$ cat src/rtl/hexa_pkg.sv
package hexa_pkg;
  localparam int CTR_BITS = 3;
  localparam int BIT_A    = 2;
  localparam int BIT_B    = 1;
  localparam int BIT_C    = 0;

  typedef logic [CTR_BITS-1:0] code_t;

  localparam code_t CODE_ZERO = 3'b000;
  localparam code_t CODE_LAST = 3'b110;
  localparam code_t CODE_U3   = 3'b011;
  localparam code_t CODE_U7   = 3'b111;
  localparam code_t CODE_FOUR = 3'b100;
endpackage

$ cat src/rtl/hexa_jk_cell.sv
module hexa_jk_cell (
  input  logic clk,
  input  logic rst,
  input  logic en,
  input  logic j,
  input  logic k,
  output logic q
);
  logic q_r;

  always_ff @(posedge clk) begin
    if (rst) begin
      q_r <= 1'b0;
    end else if (en) begin
      case ({j, k})
        2'b00:   q_r <= q_r;
        2'b01:   q_r <= 1'b0;
        2'b10:   q_r <= 1'b1;
        default: q_r <= ~q_r;
      endcase
    end
  end

  assign q = q_r;
endmodule

$ cat src/rtl/hexa_excite.sv
module hexa_excite
  import hexa_pkg::*;
(
  input  code_t cur,
  output code_t j_vec,
  output code_t k_vec
);
  always_comb begin
    j_vec        = '0;
    k_vec        = '0;
    // element A toggles whenever B is set
    j_vec[BIT_A] = cur[BIT_B];
    k_vec[BIT_A] = cur[BIT_B];
    // element B sets from C and always clears otherwise
    j_vec[BIT_B] = cur[BIT_C];
    k_vec[BIT_B] = 1'b1;
    // element C sets only while B is clear
    j_vec[BIT_C] = ~cur[BIT_B];
    k_vec[BIT_C] = 1'b1;
  end
endmodule

$ cat src/rtl/hexa_cycle_ctr.sv
module hexa_cycle_ctr
  import hexa_pkg::*;
(
  input  logic                clk,
  input  logic                rst,
  input  logic                en,
  output logic [CTR_BITS-1:0] state_o,
  output logic                illegal_o
);
  code_t cur;
  code_t j_vec;
  code_t k_vec;

  hexa_excite u_excite (
    .cur   (cur),
    .j_vec (j_vec),
    .k_vec (k_vec)
  );

  for (genvar gi = 0; gi < CTR_BITS; gi++) begin : g_bit
    hexa_jk_cell u_cell (
      .clk (clk),
      .rst (rst),
      .en  (en),
      .j   (j_vec[gi]),
      .k   (k_vec[gi]),
      .q   (cur[gi])
    );
  end

  // unused codes are exactly those with B and C both set
  assign illegal_o = cur[BIT_B] & cur[BIT_C];
  assign state_o   = cur;

  // the cycle wraps from its last code to zero
  a_r3_wrap: assert property (@(posedge clk) disable iff (rst)
    (en && cur == CODE_LAST) |=> (cur == CODE_ZERO));

  // recovery from 011
  a_r4_from_three: assert property (@(posedge clk) disable iff (rst)
    (en && cur == CODE_U3) |=> (cur == CODE_FOUR));

  // recovery from 111
  a_r5_from_seven: assert property (@(posedge clk) disable iff (rst)
    (en && cur == CODE_U7) |=> (cur == CODE_ZERO));

  // hold while disabled
  a_r2_hold: assert property (@(posedge clk) disable iff (rst)
    (!en) |=> $stable(state_o));

  // the flag never stays high across an enabled clock
  a_r6_flag_clears: assert property (@(posedge clk) disable iff (rst)
    (en && illegal_o) |=> !illegal_o);

  // a valid code never leads into an unused one
  a_r7_stays_valid: assert property (@(posedge clk) disable iff (rst)
    (en && !illegal_o) |=> !illegal_o);
endmodule

$ cat config.mk
export PLATFORM = sky130hd
export DESIGN_NAME = hexa_cycle_ctr
export DESIGN_NICKNAME = d
export VERILOG_FILES = /design/src/rtl/hexa_pkg.sv /design/src/rtl/hexa_jk_cell.sv /design/src/rtl/hexa_excite.sv /design/src/rtl/hexa_cycle_ctr.sv
export SDC_FILE = /design/constraint.sdc
export NUM_CORES = 1
export LEC_CHECK = 0
export BUFFER_PORTS_ARGS = -buffer_cell sky130_fd_sc_hd__buf_2
export CAP_MARGIN = 20
export CORE_AREA = 3 3 40 42
export CTS_CLUSTER_SIZE = 10
export DETAILED_ROUTE_END_ITERATION = 7
export DIE_AREA = 0 0 43 45
export PLACE_DENSITY = 0.3
export SLEW_MARGIN = 20
export SYNTH_ARGS = -nofsm -noshare
export SYNTH_HDL_FRONTEND = slang
export SYNTH_SLANG_ARGS = --single-unit
$ cat constraint.sdc
create_clock -name clk -period 2.3 [get_ports clk]
set_clock_uncertainty 0.05 [all_clocks]
set_input_delay 0.23 -clock clk [delete_from_list [all_inputs] [get_ports clk]]
set_output_delay 0.23 -clock clk [all_outputs]
set_load 0.03 [all_outputs]
==> impl_metrics.tcl, run 1 <==
set metrics [dict create \
    layout_commonest_cell "buf_2" \
    drive_above_1_share_pct 47.8 \
    p_int_uw 128 \
    fin_area_um2 206 \
    final_nets 27 \
    setup_violations 0 \
    crit_chain "and2_1 -> buf_2" \
    port-buffer-count 6 \
    wire_per_inst_um 8.71 \
    initial_core_util_pct 12.0 \
    routed_wl_um 331 \
    layoutNonFillerInstCount 38 \
    cts_resized 0 \
    yosysWarnings 0 \
    die_area_um2 1940 \
    hp-class "in2reg" \
    viasPerCell 3.42 \
    tns_ps 0 \
    num_vias 130 \
    die_w_um 43 \
    leakage_nw 0.0888 \
    synth_area_leaders "dfxtp_1 (39%), buf_4 (15%), nand3b_1 (9.8%)" \
    die_y_um 45 \
    crit_arrival_ps 980 \
    layout_common_cells "buf_2 (6), clkbuf_4 (3), dfxtp_1 (3)" \
    netSwitchingPower_uw 42.2 \
    fmax_ghz 0.793 \
    slew_headroom_pct 86.6 \
    holdWs_ps 151 \
    cts_tree "done" \
    synth_cells 16 \
    fillers 151 \
    cts_sinks 3 \
    syn_to_final_growth_pct 34.1 \
    cts_buffers 3 \
    hold_viol_final 0 \
    postCtsSetupBuffers 0 \
    grt_pass1_wl_um 558 \
    ys_seq_area_share_pct 39.0 \
    cp-end-kind "primary output" \
    cts.htree.levels 1 \
    clk_latency_ps 230 \
    grt_setup_unrepaired "false" \
    fin_crit_sh_pct 54.8 \
    ys_ff_latch 3 \
    drt_iter0_markers 0 \
    power_switching_share_pct 24.8 \
    synth_top_area_share_pct 39.0 \
    synth_top_cell_by_area "dfxtp_1" \
    clk_pin_slew_ps 40 \
    cts_buffer_depth 2 \
    syn_avg_cell_area_um2 9.62 \
    crit_type "reg2out" \
    combPwrFrac_pct 11.2 \
    grt_util_all_layers_pct 4.25 \
    largest_register_ffs 3 \
    critPathLaunchType "flop" \
    antenna_found_initial 0 \
    crit_family "flip-flops" \
    max_stage_delay_ps 410 \
    overflow 0 \
    diodes 0 \
    drv_cap 0 \
    drv_slew 0 \
    routabilityCongestion 0.632 \
    post-route-min-period_ps 1260 \
    yosysUniqueCellTypes 9 \
    grt_max_degree 8 \
    peakVddDrop_mv 0.277 \
    rows 13 \
    p_seq_share_pct 34.1 \
    cp_slowest_cell "dfxtp_1" \
    syn_nets 19 \
    worst-path-buf-inv 1 \
    tightestPinTransition_ps 200 \
    status "finished clean" \
    cts-root-buf "clkbuf_4" \
    p_per_area_nw_per_um2 823 \
    drt.antenna.violating_nets 0 \
    post-place-cells 34 \
    drc 0 \
    ios 7 \
    first_pass_iters 1 \
    cp.required_ps 2020 \
    core_um2 1280 \
    synth_area_um2 154 \
    grt_pass1_vias 127 \
    detailed_place.area_um2 180 \
    clkPwrFrac_pct 54.7 \
    hold_buffers 0 \
    cp_max_fo 7 \
]
==> synth_stat cells <==
library cell  n
buf_4         3
dfxtp_1       3
a21oi_1       2
nand2b_1      2
nand3b_1      2
a21bo_2       1
a21oi_2       1
and2_1        1
or3b_1        1
==> through the flow <==
| step | setup WS, ps | utilization [%] | power (mW) |
|---|---|---|---|
| detailed placement | 1280 | 14.0 | 0.0781 |
| floorplan | 1340 | - | 0.0742 |
| global route | 953 | 16.1 | 0.186 |
| CTS | 1030 | 16.1 | 0.175 |
| finish | 1040 | 16.1 | 0.170 |
| global placement | 1290 | 14.0 | 0.0774 |
==> path summary, 6_finish.rpt <==
path	slack [ps]	depth (start not counted)	from	end
setup / recovery	1040	2	g_bit[1].u_cell.q$_SDFFE_PP0P_	illegal_o
hold / removal	150	2	rst	g_bit[0].u_cell.q$_SDFFE_PP0P_
setup reg to reg	1270	2	g_bit[1].u_cell.q$_SDFFE_PP0P_	g_bit[0].u_cell.q$_SDFFE_PP0P_
hold reg to reg	470	2	g_bit[0].u_cell.q$_SDFFE_PP0P_	g_bit[1].u_cell.q$_SDFFE_PP0P_
==> worst register-to-register path: cells and delay by family (launching register included) <==
family,cells,cell delay [ps]
simple gates,1,410
flops,1,350
compound gates,1,150
==> layer usage <==
| layer | part of all wire, % | wire length (um) | vias to the layer above | global-route usage, % |
|---|---|---|---|---|
| li1 | - | - | 66 | - |
| met1 | 44 | 145 | 58 | 4.83 |
| met2 | 44 | 147 | 6 | 5.69 |
| met3 | 11 | 38 | 0 | 3.59 |
| met4 | 0 | 0 | 0 | 1.81 |
| met5 | 0 | 0 | - | 0 |
==> power by group through the flow <==
| stage | clock network (mW) | registers (mW) | logic, mW |
|---|---|---|---|
| after floorplan | 0 | 0.0581 | 0.0161 |
| after global placement | 0 | 0.0588 | 0.0186 |
| after detailed placement | 0 | 0.0588 | 0.0193 |
| after CTS | 0.0973 | 0.0580 | 0.0195 |
| after global routing | 0.106 | 0.0589 | 0.0206 |
| final | 0.0929 | 0.0579 | 0.0191 |
==> cells by family after synthesis <==
| family | synth area share (%) |
|---|---|
| AO/OA/AOI/OAI | 18.7 |
| AND/OR/NAND/NOR | 27.6 |
| flip-flops | 39.0 |
| buffers and inverters | 14.6 |
==> area by class of cell <==
type / count / area, um^2 / share of cell area, %
Multi-Input combinational cell: 10 / 71.3 / 34.5
Tap cell: 15 / 18.8 / 9.09
Timing Repair Buffer: 6 / 30.0 / 14.5
Sequential cell: 3 / 60.1 / 29.1
Clock buffer: 4 / 26.3 / 12.7
Note: power is estimated with default switching activity, not from simulation.
==> inputs of run 2 (changes only) <==
--- a/config.mk
+++ b/config.mk
@@ -5,6 +5,7 @@
 export SDC_FILE = /design/constraint.sdc
 export NUM_CORES = 1
 export LEC_CHECK = 0
+export ABC_AREA = 1
 export BUFFER_PORTS_ARGS = -buffer_cell sky130_fd_sc_hd__buf_2
 export CAP_MARGIN = 20
 export CORE_AREA = 3 3 40 42
==> constraint.sdc (replaced) <==
create_clock -name clk -period 1.3 [get_ports clk]
set_clock_uncertainty 0.05 [all_clocks]
set_input_delay 0.13 -clock clk [delete_from_list [all_inputs] [get_ports clk]]
set_output_delay 0.13 -clock clk [all_outputs]
set_load 0.03 [all_outputs]
==> run 2 against run 1 <==
Non-clock buffer count stayed put. Area after synthesis fell by 0.81%. Worst setup slack worse by 850 ps. Global-route usage fell by 0.42 points. Final cell count grew 18%. Die area is the same. Largest cell class is now sequential cells. Highest routed layer unchanged.
==> impl_metrics.tcl, run 2 <==
set metrics [dict create \
    hold_depth 4 \
    hp-start "rst" \
    synth_top_area_share_pct 39.3 \
    grt_max_degree 7 \
    die_area_um2 1940 \
    fin_area_um2 205 \
    synth_cells 23 \
    die_w_um 43 \
    wire_per_inst_um 6.22 \
    hpwl_um 225 \
    yosysUniqueCellTypes 9 \
    cp_max_fo 6 \
    hold_buffers 0 \
    cts-root-buf "clkbuf_4" \
    hp-class "in2reg" \
    first_pass_iters 2 \
    synth_area_um2 153 \
    post-route-min-period_ps 1110 \
    drv_cap 0 \
    holdWs_ps 93.4 \
    crit_arrival_ps 930 \
    synth-edff-count 0 \
    cp-end-kind "primary output" \
    synth_commonest_cells "nand2_1 (7), buf_4 (3), dfxtp_1 (3), inv_1 (3)" \
    cts_buffers 3 \
    clk_pin_slew_ps 40 \
    routabilityCongestion 0.524 \
    routed_wl_um 280 \
    drv_slew 0 \
    p_per_area_nw_per_um2 1500 \
    rr_startpoint "g_bit[1].u_cell.q$_SDFFE_PP0P_" \
    synth_area_leaders "dfxtp_1 (39%), nand2_1 (17%), buf_4 (15%)" \
    r2r_slack_ps 530 \
    fmax_ghz 0.902 \
    grt_pass1_wl_um 455 \
    diodes 0 \
    fin_crit_sh_pct 85.3 \
    grt_util_all_layers_pct 3.83 \
    drt_iter0_markers 2 \
    port-buffer-count 6 \
    tns_ps 0 \
    layout_common_cells "nand2_1 (7), buf_2 (6), inv_1 (3), clkbuf_4 (3), dfxtp_1 (3)" \
    ios 7 \
    drt.antenna.violating_nets 0 \
    cts_tree "done" \
    yosysMostFrequentCell "nand2_1" \
    num_vias 141 \
    overflow 0 \
    max_stage_delay_ps 400 \
    layout_commonest_cell "nand2_1" \
    syn_to_final_growth_pct 34.4 \
    crit_type "reg2out" \
    r2r_cells 3 \
    cp_slowest_cell "dfxtp_1" \
    antenna_found_initial 0 \
    cts_sinks 3 \
    async_flop_share_pct 0 \
    initial_core_util_pct 11.9 \
    clk_latency_ps 230 \
    core_um2 1280 \
    drc 0 \
    syn_avg_cell_area_um2 6.64 \
    fillers 157 \
    grt_pass1_vias 124 \
    peakVddDrop_mv 0.227 \
    syn_nets 26 \
    hold_viol_final 0 \
    viasPerCell 3.13 \
    final_nets 34 \
    critPathLaunchType "flop" \
    drive_above_1_share_pct 36.7 \
    min_to "g_bit[2].u_cell.q$_SDFFE_PP0P_" \
    cts_buffer_depth 2 \
    tightestPinTransition_ps 185 \
    synth_top_cell_by_area "dfxtp_1" \
    ys_seq_area_share_pct 39.3 \
    cts_resized 0 \
    worstReg2RegEnd "g_bit[1].u_cell.q$_SDFFE_PP0P_" \
    detailed_place.area_um2 179 \
    ys_ff_latch 3 \
    status "finished clean" \
    cts.htree.levels 1 \
    final_util_pct 16.0 \
    postCtsSetupBuffers 0 \
    grt_setup_unrepaired "false" \
    ys.flop_type "dfxtp_1" \
    cp.required_ps 1120 \
    largest_register_ffs 3 \
    setup_violations 0 \
    die_y_um 45 \
    crit_chain "nand2_1 -> inv_1 -> buf_2" \
    rows 13 \
    leakage_nw 0.116 \
    yosysWarnings 0 \
    slew_headroom_pct 87.7 \
]
==> run 2: cell count changes after synthesis, sizes merged <==
cell | previous run | this run
nand2 | 0 | 7
inv | 0 | 4
nand3 | 0 | 1
nand3b | 2 | 0
and2 | 1 | 0
nor2 | 0 | 3
a21bo | 1 | 0
a21oi | 3 | 2
or3b | 1 | 0
nand2b | 2 | 0
==> run 2: final cells by class <==
cell class                 instances  area, um^2  area share (%)
sequential                         3        60.1            29.3
clock buffer                       4        26.3            12.8
tap                               15        18.8            9.15
inverter                           4        15.0            7.32
multi-input combinational         13        55.1            26.8
timing repair buffer               6        30.0            14.6
==> run 2: cells by family (layout without fill, tap and decap cells) <==
family / count (synthesis) / count (layout) / synth area share (%)
AO/OA/AOI/OAI: 2 / 2 / 6.56
buffers and inverters: 7 / 14 / 24.6
flip-flops: 3 / 3 / 39.3
AND/OR/NAND/NOR: 11 / 11 / 29.5
==> run 2: worst max path at each step <==
stage | from | slack [ps] | cells after the start | to
6_report | g_bit[1].u_cell.q$_SDFFE_PP0P_ | 190 | 3 | illegal_o
5_1_grt | g_bit[1].u_cell.q$_SDFFE_PP0P_ | 120 | 3 | illegal_o
4_1_cts | g_bit[1].u_cell.q$_SDFFE_PP0P_ | 170 | 3 | illegal_o
3_5_place_dp | g_bit[1].u_cell.q$_SDFFE_PP0P_ | 430 | 3 | illegal_o
3_3_place_gp | g_bit[1].u_cell.q$_SDFFE_PP0P_ | 440 | 3 | illegal_o
2_1_floorplan | g_bit[1].u_cell.q$_SDFFE_PP0P_ | 490 | 2 | illegal_o
==> run 2: power breakdown <==
group | total (mW) | internal (mW) | switching (mW)
clock network | 0.161 | 0.115 | 0.0461
registers | 0.106 | 0.0990 | 0.00706
logic | 0.0418 | 0.0138 | 0.0280
total | 0.309 | 0.228 | 0.0811
==> run 2: worst max-delay path, delay by kind of cell, from the launching register on <==
family                 cells  cell delay (ps)
buffers and inverters      2              230
flip-flops                 1              400
AND/OR/NAND/NOR            1               70
==> run 2: stage by stage <==
step / power, mW / instances / setup slack, ps
2_1_floorplan: 0.144 / 23 / 494
3_3_place_gp: 0.150 / 41 / 436
3_5_place_dp: 0.150 / 41 / 426
4_1_cts: 0.321 / 45 / 171
5_1_grt: 0.329 / 45 / 116
6_report: 0.309 / 45 / 192
==> run 2: routing by layer <==
metal	wire length, um	up-vias	global-route usage (%)
met4	0	0	5.42
met1	108	58	2.89
met3	40	0	3.59
li1	-	79	-
met5	0	-	0
met2	132	4	4.79
==> inputs of run 3 (changes only) <==
--- a/config.mk
+++ b/config.mk
@@ -6,13 +6,14 @@
 export NUM_CORES = 1
 export LEC_CHECK = 0
 export ABC_AREA = 1
-export BUFFER_PORTS_ARGS = -buffer_cell sky130_fd_sc_hd__buf_2
 export CAP_MARGIN = 20
 export CORE_AREA = 3 3 40 42
 export CTS_CLUSTER_SIZE = 10
 export DETAILED_ROUTE_END_ITERATION = 7
 export DIE_AREA = 0 0 43 45
+export DONT_BUFFER_PORTS = 1
 export PLACE_DENSITY = 0.3
+export REMOVE_ABC_BUFFERS = 1
 export SLEW_MARGIN = 20
 export SYNTH_ARGS = -nofsm -noshare
 export SYNTH_HDL_FRONTEND = slang
==> constraint.sdc (replaced) <==
create_clock -name clk -period 1.3 [get_ports clk]
set_clock_uncertainty 0.05 [all_clocks]
set_input_delay 0.26 -clock clk [delete_from_list [all_inputs] [get_ports clk]]
set_output_delay 0.26 -clock clk [all_outputs]
set_load 0.03 [all_outputs]
==> run 3 against run 2 <==
Count of clock-buffer cells in the layout did not move. Combinational power down 11%. Die area stayed put. Sequential cell count is the same. Clock power barely moved. Register-to-register slack lost 130 ps. Final cell count fell by 8.9%. Maximum frequency down 5.8%. Utilization is 1.2 points lower. Final area is 7.3% lower. Wire length rose by 4.3%. Critical path type unchanged. Largest cell class unchanged.
==> impl_metrics.tcl, run 3 (same netlist as run 2, synthesis figures left out) <==
set metrics [dict create \
    first_pass_iters 4 \
    cts_tree "done" \
    overflow 0 \
    hpwl_um 221 \
    grt_setup_unrepaired "false" \
    crit_type "reg2out" \
    tightestPinTransition_ps 355 \
    cp.required_ps 990 \
    grt_pass1_wl_um 538 \
    critPathLaunchType "flop" \
    power.total_uw 308 \
    antenna_found_initial 0 \
    die_w_um 43 \
    crit_family "flip-flops" \
    drv_cap 0 \
    postCtsSetupBuffers 0 \
    cts.htree.levels 1 \
    wire_per_inst_um 7.12 \
    num_vias 134 \
    dpl_worst_slack_ps 310 \
    r2r_slack_ps 400 \
    clk_pin_slew_ps 40 \
    viasPerCell 3.27 \
    fillers 153 \
    final_nets 30 \
    final_util_pct 14.8 \
    slew_headroom_pct 76.3 \
    crit_arrival_ps 870 \
    die_y_um 45 \
    syn_to_final_growth_pct 24.6 \
    cp_slowest_cell "dfxtp_1" \
    fin_area_um2 190 \
    post-route-min-period_ps 1180 \
    post-place-cells 37 \
    setup_violations 0 \
    drt.antenna.violating_nets 0 \
    core_um2 1280 \
    combPwrFrac_pct 12.1 \
    hold_viol_final 0 \
    largest_register_ffs 3 \
    hp-class "in2reg" \
    netSwitchingPower_uw 80.5 \
    drt_iter0_markers 2 \
    routabilityCongestion 0.653 \
    cp-end-kind "primary output" \
    cp_max_fo 6 \
    grt_util_all_layers_pct 4.58 \
    rows 13 \
    worst_slack_ps 124 \
    peakVddDrop_mv 0.386 \
    fin_crit_sh_pct 90.5 \
    max_stage_delay_ps 410 \
    layout_commonest_cell "nand2_1" \
    worst-path-buf-inv 1 \
    p_per_area_nw_per_um2 1620 \
    power_switching_share_pct 26.2 \
    layout_common_cells "nand2_1 (7), clkbuf_4 (3), dfxtp_1 (3)" \
    layoutNonFillerInstCount 41 \
    clkPwrFrac_pct 53.0 \
    fmax_ghz 0.850 \
    grt_max_degree 7 \
    die_area_um2 1940 \
    status "finished clean" \
    hold_buffers 0 \
    cts_buffers 3 \
    holdWs_ps 129 \
    crit_chain "nand2_1 -> inv_2" \
    port-buffer-count 0 \
    detailed_place.area_um2 164 \
    cts_buffer_depth 2 \
    cts-root-buf "clkbuf_4" \
    drc 0 \
    initial_core_util_pct 11.9 \
    diodes 0 \
    routed_wl_um 292 \
    drv_slew 0 \
    tns_ps 0 \
    clk_latency_ps 230 \
    drive_above_1_share_pct 30.8 \
    p_int_uw 227 \
    leakage_nw 0.0951 \
    p_seq_share_pct 34.9 \
    grt_pass1_vias 127 \
    ios 7 \
    cts_sinks 3 \
]
[run 3: final timing paths]
kind | from | to | cells after the start
hold / removal | en | g_bit[1].u_cell.q$_SDFFE_PP0P_ | 2
setup / recovery | g_bit[1].u_cell.q$_SDFFE_PP0P_ | illegal_o | 2
setup reg to reg | g_bit[2].u_cell.q$_SDFFE_PP0P_ | g_bit[2].u_cell.q$_SDFFE_PP0P_ | 3
hold reg to reg | g_bit[1].u_cell.q$_SDFFE_PP0P_ | g_bit[1].u_cell.q$_SDFFE_PP0P_ | 2
[run 3: power groups by stage]
stage	registers [mW]	clock network (mW)	logic, mW
floorplan	0.119	0	0.0163
global placement	0.108	0	0.0367
detailed placement	0.109	0	0.0375
CTS	0.107	0.176	0.0375
global route	0.109	0.187	0.0419
finish	0.107	0.163	0.0372
[run 3: layout make-up]
cell class                 count  area, um^2  area share [%]
inverter                       4        15.0            7.89
clock buffer                   4        26.3            13.8
sequential                     3        60.1            31.6
timing repair buffer           2        15.0            7.89
multi-input combinational     13        55.1            28.9
tap                           15        18.8            9.87
[run 3: timing repair]
item | CTS | global route
endpoints found under the setup margin | 0 | 1
endpoints found under the hold margin | 0 | 0
gates resized for setup | 0 | 1
[run 3: per-layer routing]
metal	wire length, um	vias up	GRT usage, %
met4	0	0	1.81
met5	0	-	0
met3	92	0	8.76
met1	125	50	4.09
li1	-	71	-
met2	75	13	3.89
